--- config.mk ---
export PLATFORM = sky130hd
export DESIGN_NAME = pcm_oe_supervisor
export DESIGN_NICKNAME = d
export VERILOG_FILES = /design/src/rtl/pcm_oe_pkg.sv /design/src/rtl/pcm_sync_edge.sv /design/src/rtl/pcm_clk_watch.sv /design/src/rtl/pcm_frame_timer.sv /design/src/rtl/pcm_rst_qual.sv /design/src/rtl/pcm_oe_supervisor.sv
export SDC_FILE = /design/constraint.sdc
export NUM_CORES = 1
export LEC_CHECK = 0
export BUFFER_PORTS_ARGS = -buffer_cell sky130_fd_sc_hd__buf_2
export CAP_MARGIN = 20
export CORE_UTILIZATION = 45
export DETAILED_ROUTE_END_ITERATION = 6
export PLACE_DENSITY = 0.64
export RECOVER_POWER = 100
export SYNTH_ARGS = -nofsm -noshare
export SYNTH_HDL_FRONTEND = slang
export SYNTH_SLANG_ARGS = --single-unit
--- constraint.sdc ---
create_clock -name ref_clk -period 2 [get_ports ref_clk]
set_input_delay 0.2 -clock ref_clk [delete_from_list [all_inputs] [get_ports ref_clk]]
set_output_delay 0.2 -clock ref_clk [all_outputs]
set_load 0.02 [all_outputs]
--- src/rtl/pcm_oe_pkg.sv ---
package pcm_oe_pkg;
  typedef enum logic [1:0] {
    SUP_START = 2'b00,
    SUP_RUN   = 2'b01,
    SUP_LOST  = 2'b10
  } sup_state_e;
endpackage

--- src/rtl/pcm_sync_edge.sv ---
// Two-stage synchroniser per bit plus one history stage for edge detection.
module pcm_sync_edge #(
  parameter int W = 1
) (
  input  logic         clk,
  input  logic         rst_n,
  input  logic [W-1:0] d,
  output logic [W-1:0] q,
  output logic [W-1:0] rise,
  output logic [W-1:0] fall
);
  generate
    for (genvar i = 0; i < W; i++) begin : g_bit
      logic [2:0] sh_q;
      logic [2:0] sh_d;
      always_comb sh_d = {sh_q[1:0], d[i]};
      always_ff @(posedge clk or negedge rst_n) begin
        if (!rst_n) sh_q <= '0;
        else        sh_q <= sh_d;
      end
      assign q[i]    = sh_q[1];
      assign rise[i] = sh_q[1] & ~sh_q[2];
      assign fall[i] = ~sh_q[1] & sh_q[2];
    end
  endgenerate
endmodule

--- src/rtl/pcm_clk_watch.sv ---
// Reference-cycle timer cleared by every synchronised bit-clock edge.
module pcm_clk_watch #(
  parameter int LOSS_CYCLES = 4000
) (
  input  logic clk,
  input  logic rst_n,
  input  logic edge_seen,
  output logic lost
);
  localparam int CW = $clog2(LOSS_CYCLES + 1);
  localparam logic [CW-1:0] LIMIT = CW'(LOSS_CYCLES);

  logic [CW-1:0] cnt_q, cnt_d;
  logic          cnt_en;

  always_comb begin
    cnt_en = edge_seen || (cnt_q != LIMIT);
    cnt_d  = edge_seen ? '0 : cnt_q + 1'b1;
  end

  always_ff @(posedge clk or negedge rst_n) begin
    if (!rst_n)      cnt_q <= '0;
    else if (cnt_en) cnt_q <= cnt_d;
  end

  assign lost = (cnt_q == LIMIT);
endmodule

--- src/rtl/pcm_frame_timer.sv ---
// Counts whole frames of bit-clock falls after the first channel-0 recognition.
module pcm_frame_timer #(
  parameter int BITS_PER_FRAME = 256,
  parameter int QUIET_FRAMES   = 4
) (
  input  logic clk,
  input  logic rst_n,
  input  logic clr,
  input  logic arm,
  input  logic tick,
  output logic done
);
  localparam int BW = (BITS_PER_FRAME > 1) ? $clog2(BITS_PER_FRAME) : 1;
  localparam int FW = $clog2(QUIET_FRAMES + 1);
  localparam logic [BW-1:0] BIT_LAST = BW'(BITS_PER_FRAME - 1);
  localparam logic [FW-1:0] FRM_DONE = FW'(QUIET_FRAMES);

  logic          armed_q, armed_d;
  logic [BW-1:0] bit_q, bit_d;
  logic [FW-1:0] frm_q, frm_d;

  assign done = armed_q && (frm_q == FRM_DONE);

  always_comb begin
    armed_d = armed_q;
    bit_d   = bit_q;
    frm_d   = frm_q;
    if (clr) begin
      armed_d = 1'b0;
      bit_d   = '0;
      frm_d   = '0;
    end else if (!armed_q) begin
      if (arm) begin
        armed_d = 1'b1;
        bit_d   = '0;
        frm_d   = '0;
      end
    end else if (tick && !done) begin
      if (bit_q == BIT_LAST) begin
        bit_d = '0;
        frm_d = frm_q + 1'b1;
      end else begin
        bit_d = bit_q + 1'b1;
      end
    end
  end

  always_ff @(posedge clk or negedge rst_n) begin
    if (!rst_n) begin
      armed_q <= 1'b0;
      bit_q   <= '0;
      frm_q   <= '0;
    end else begin
      armed_q <= armed_d;
      bit_q   <= bit_d;
      frm_q   <= frm_d;
    end
  end
endmodule

--- src/rtl/pcm_rst_qual.sv ---
// Reset pin takes effect only after being held through HOLD_TICKS bit-clock falls.
module pcm_rst_qual #(
  parameter int HOLD_TICKS = 64
) (
  input  logic clk,
  input  logic rst_n,
  input  logic pin,
  input  logic tick,
  output logic active
);
  localparam int HW = $clog2(HOLD_TICKS + 1);
  localparam logic [HW-1:0] HOLD = HW'(HOLD_TICKS);

  logic [HW-1:0] cnt_q, cnt_d;
  logic          cnt_en;

  assign active = (cnt_q == HOLD);

  always_comb begin
    cnt_en = !pin || (tick && !active);
    cnt_d  = pin ? cnt_q + 1'b1 : '0;
  end

  always_ff @(posedge clk or negedge rst_n) begin
    if (!rst_n)      cnt_q <= '0;
    else if (cnt_en) cnt_q <= cnt_d;
  end
endmodule

--- src/rtl/pcm_oe_supervisor.sv ---
module pcm_oe_supervisor
  import pcm_oe_pkg::*;
#(
  parameter int BITS_PER_FRAME = 256,
  parameter int QUIET_FRAMES   = 4,
  parameter int LOSS_CYCLES    = 4000,
  parameter int RST_HOLD       = 64
) (
  input  logic       ref_clk,
  input  logic       rst_n,
  input  logic       rst_pin,
  input  logic       bit_clk,
  input  logic       fs_ch0,
  input  logic       slot_oe_req,
  output logic       pcm_oe,
  output logic [1:0] sup_status
);
  localparam int N_SYNC = 3;
  localparam int I_BCK  = 0;
  localparam int I_FS   = 1;
  localparam int I_RST  = 2;

  logic [N_SYNC-1:0] s_lvl, s_rise, s_fall;
  logic bck_fall, bck_edge, recog, lost, warm_done, rst_hold, tmr_clr;
  sup_state_e st_q, st_d;

  pcm_sync_edge #(.W(N_SYNC)) u_sync (
    .clk(ref_clk), .rst_n(rst_n), .d({rst_pin, fs_ch0, bit_clk}),
    .q(s_lvl), .rise(s_rise), .fall(s_fall)
  );

  assign bck_fall = s_fall[I_BCK];
  assign bck_edge = s_fall[I_BCK] | s_rise[I_BCK];
  assign recog    = bck_fall & s_lvl[I_FS];

  pcm_clk_watch #(.LOSS_CYCLES(LOSS_CYCLES)) u_watch (
    .clk(ref_clk), .rst_n(rst_n), .edge_seen(bck_edge), .lost(lost)
  );

  pcm_rst_qual #(.HOLD_TICKS(RST_HOLD)) u_rstq (
    .clk(ref_clk), .rst_n(rst_n), .pin(s_lvl[I_RST]), .tick(bck_fall),
    .active(rst_hold)
  );

  assign tmr_clr = (st_q != SUP_START) || rst_hold || lost;

  pcm_frame_timer #(
    .BITS_PER_FRAME(BITS_PER_FRAME), .QUIET_FRAMES(QUIET_FRAMES)
  ) u_tmr (
    .clk(ref_clk), .rst_n(rst_n), .clr(tmr_clr), .arm(recog),
    .tick(bck_fall), .done(warm_done)
  );

  always_comb begin
    st_d = st_q;
    unique case (st_q)
      SUP_START: if (lost) st_d = SUP_LOST; else if (warm_done) st_d = SUP_RUN;
      SUP_RUN:   if (lost) st_d = SUP_LOST;
      SUP_LOST:  if (bck_edge) st_d = SUP_START;
      default:   st_d = SUP_START;
    endcase
    if (rst_hold) st_d = SUP_START;
  end

  always_ff @(posedge ref_clk or negedge rst_n) begin
    if (!rst_n) st_q <= SUP_START;
    else        st_q <= st_d;
  end

  assign pcm_oe     = slot_oe_req && (st_q == SUP_RUN);
  assign sup_status = st_q;
endmodule

==> run_results.csv <==
group,metric,value,unit
die,fp.dieH,69.8,microns
synth,syn_inst,204,
placement,placed_cells,261,
global_routing,grt_pass1_wl,6690,microns
global_routing,use_met3,0.0305,
global_routing,grt.met2_usage,0.257,
placement,placed_area,2160,sq um
clock_tree,cts-root-buf,"clkbuf_8",
global_routing,grt_max_degree,17,
die,coreArea,4380,sq um
setup_path,crit_path_max_fanout,4,
cells_and_area,syn2layout_area_growth,8.72,%
clock_tree,cts-buffers-inserted,5,
clock_tree,clk_latency,290,ps
die,dieArea,4870,sq um
min_path,hold_class,"input pin to flop",
global_routing,grt_use_total,0.175,
cells_and_area,nets,231,
global_routing,antenna_found_initial,0,
synth,yosysTopAreaCellShare,0.484,
pwr,vdd_drop_max,0.603,mV
synth,synth.top_cells.by_area,"dfrtp_1 48%, ha_1 4.8%, xnor2_1 4.7%, and2_1 4.2%, nand3_1 3.1%",
synth,synthArstFlopShare,1.00,
setup_path,critPathArrivalTime,2050,ps
synth,synth_ff_type,"dfrtp_1",
setup_path,critical_path.top_delay_family,"compound AO/OA/AOI/OAI gates",
setup_path,cpPeakStageDelay,740,ps
detailed_routing,route.vias.total,1420,
status,status,"complete, no violations",
clock_tree,cts_tree,"done",
setup_path,slowest_stage,"o41ai_1",
cells_and_area,layout-drive-gt1-share,0.0917,
sta,finalHoldViolations,0,
synth,syn-cell-area,2070,sq um
sta,fin_crit_sh,0.935,
global_routing,grt_pass1_vias,1442,
synth,syn-num-nets,218,
setup_path,reg2reg_depth,6,
synth,synth_area_per_cell,10.1,sq um
sta,skew,10.7,ps
detailed_routing,routedWlPerCell,13.4,microns
sta,setup_tns,0,ps
placement,hpwl,2670,microns
detailed_routing,routed_wl,3610,microns
sta,maxSlewViolCount,0,
setup_path,critical_path_depth,6,
clock_tree,post_cts_resized,0,
detailed_routing,drtIter0Drc,54,
pwr,p_per_area,744,nW/um^2
sta,hold_ws,15.8,ps
synth,synth-seq-area-share,0.484,
detailed_routing,ant_nets,0,
flow_run,max_cap_viol_count,0,
cells_and_area,layoutNonFillerInstCount,270,
pwr,power_leakage,0.972,nW
setup_path,cp_cell_sequence,"inv_1 -> ha_1 -> nand2b_1 -> o41ai_1 -> mux2i_1 -> nor2b_1",
detailed_routing,vias_per_cell,5.26,
cells_and_area,fillers,419,
setup_path,worst-setup-path-type,"flop to flop",
placement,io_buffers,8,
cells_and_area,regArea,1000,sq um
sta,rsz0062_at_grt,"false",
sta,timing.fmax,535,MHz
sta,setup_viol_count_final,0,
clock_tree,clkTransAtPathRegs,70,ps
pwr,finalPower,0.00167,W
clock_tree,cts_buffer_depth,2,
synth,yosysWarnings,0,
die,row_count,24,
synth,synth_area_leader_cell,"dfrtp_1",
setup_path,end_kind,"flop",
setup_path,cp-start-kind,"flop",
cells_and_area,final_area,2250,sq um
synth,ys_types,38,
global_routing,grt_util_met1,0.254,
min_path,whs_path_depth,1,
sta,worst_slew_pin_slew,812,ps
global_routing,grt_overflow,0,
sta,fin_crit,1870,ps
die,io_pins,9,
clock_tree,htreeDepth,2,
synth,synth_edf_count,0,
detailed_routing,post-route-drc-count,0,
clock_tree,cts_sinks,40,
detailed_routing,dr.pass1.iters,4,
synth,yosys_register_bits,40,
die,die_w,69.8,microns
cells_and_area,diodes,0,
cells_and_area,multi_input_area,990,sq um
global_routing,top_usage_layer,"met2",
setup_path,worst-path-buf-inv,1,
die,start_util,0.471,
setup_path,required,2180,ps
sta,slew_headroom,0.452,
placement,gp_congestion,0.860,
-- cells in the final DEF (no fill, tap or decap), types with 2 or more instances in the layout --
| master | n |
|---|---|
| a21boi_0 | 2 |
| a21oi_1 | 8 |
| a31oi_1 | 2 |
| and2_0 | 12 |
| and2_1 | 2 |
| and3_1 | 4 |
| buf_2 | 4 |
| clkbuf_1 | 5 |
| clkbuf_8 | 6 |
| clkinv_2 | 2 |
| dfrtp_1 | 40 |
| ha_1 | 8 |
| inv_1 | 10 |
| mux2i_1 | 4 |
| nand2_1 | 15 |
| nand2b_1 | 4 |
| nand3_1 | 13 |
| nand4_1 | 5 |
| nor2_1 | 8 |
| nor2b_1 | 4 |
| nor3_1 | 7 |
| nor3b_1 | 2 |
| nor4_1 | 7 |
| nor4b_1 | 2 |
| o21a_1 | 2 |
| o21ai_0 | 5 |
| or3_1 | 3 |
| or3b_2 | 2 |
| xnor2_1 | 11 |
| xor2_1 | 6 |
-- kinds of logic after synthesis --
family / after synthesis / share of synthesized area
muxes: 4 / 0.0194
buffers and inverters: 16 / 0.0333
DFF: 40 / 0.484
AOI/OAI and AO/OA: 22 / 0.0660
and+or+nand+nor: 97 / 0.277
adders and majority gates: 8 / 0.0484
xor gates and xnor gates: 17 / 0.0720
-- state kept, by name, indices dropped and copies added, names as in the netlist --
name	flops
u_watch.cnt_q	12
u_tmr.bit_q	8
u_rstq.cnt_q	7
u_sync.g_bit.sh_q	7
u_tmr.frm_q	3
sup_status	2
u_tmr.armed_q	1
-- synthesized netlist by cell type (2+ instances only) --
library cell and count:
or3b_2 2, nor3b_1 2, nor2b_1 4, ha_1 8, mux2i_1 4, o21a_1 2, nand2b_1 4, nor3_1 7
or3_1 3, nor4_1 7, nand2_1 15, a31oi_1 2, a21oi_1 8, nand3_1 13, nor2_1 8, a21boi_0 2
and2_1 14, inv_1 10, xnor2_1 11, o21ai_0 5, nand4_1 5, clkbuf_1 4, nor4b_1 2, dfrtp_1 40
xor2_1 6, and3_1 4
-- power by group --
group	leakage [nW]	total [W]	switching, W	internal, W
registers	0.523	0.000935	0.0000710	0.000864
clock network	0.0510	0.000550	0.000275	0.000275
logic	0.398	0.000186	0.000103	0.0000835
-- what timing repair did --
action / CTS / global route
hold endpoints to repair: 12 / 0
buffers inserted: 0 / 0
hold buffers: 1 / 0
-- per-layer routing --
layer / routed length (microns) / vias to the layer above
li1: - / 731
met1: 1930 / 669
met2: 1550 / 14
met3: 78 / 6
met4: 59 / 0
met5: 0 / -
-- final timing paths --
kind | start | endpoint | slack (ps)
setup / recovery | u_rstq.cnt_q[0] | u_rstq.cnt_q[1] | 130
hold / removal | bit_clk | u_sync.g_bit[0].sh_q[0] | 20
setup reg to reg | u_rstq.cnt_q[0] | u_rstq.cnt_q[1] | 130
hold reg to reg | u_sync.g_bit[1].sh_q[0] | u_sync.g_bit[1].sh_q[1] | 350
max in group asynchronous | rst_n | u_tmr.frm_q[1] | 510
min in group asynchronous | rst_n | u_watch.cnt_q[8] | 500
-- final cells by class --
class | instances | share of cell area
well taps | 52 | 0.0290
repair buffers | 12 | 0.0273
multi-input cells | 148 | 0.440
clock inverters | 2 | 0.00445
inverters | 10 | 0.0167
clock buffers | 6 | 0.0367
flip-flops and latches | 40 | 0.445
-- through the flow --
step | worst slack [ps] | utilization
4_1_cts | 169 | 0.517
6_report | 130 | 0.513
3_3_place_gp | 265 | 0.493
5_1_grt | 34.9 | 0.513
2_1_floorplan | 314 | -
3_5_place_dp | 202 | 0.493
(Power assumes the default switching activity.)
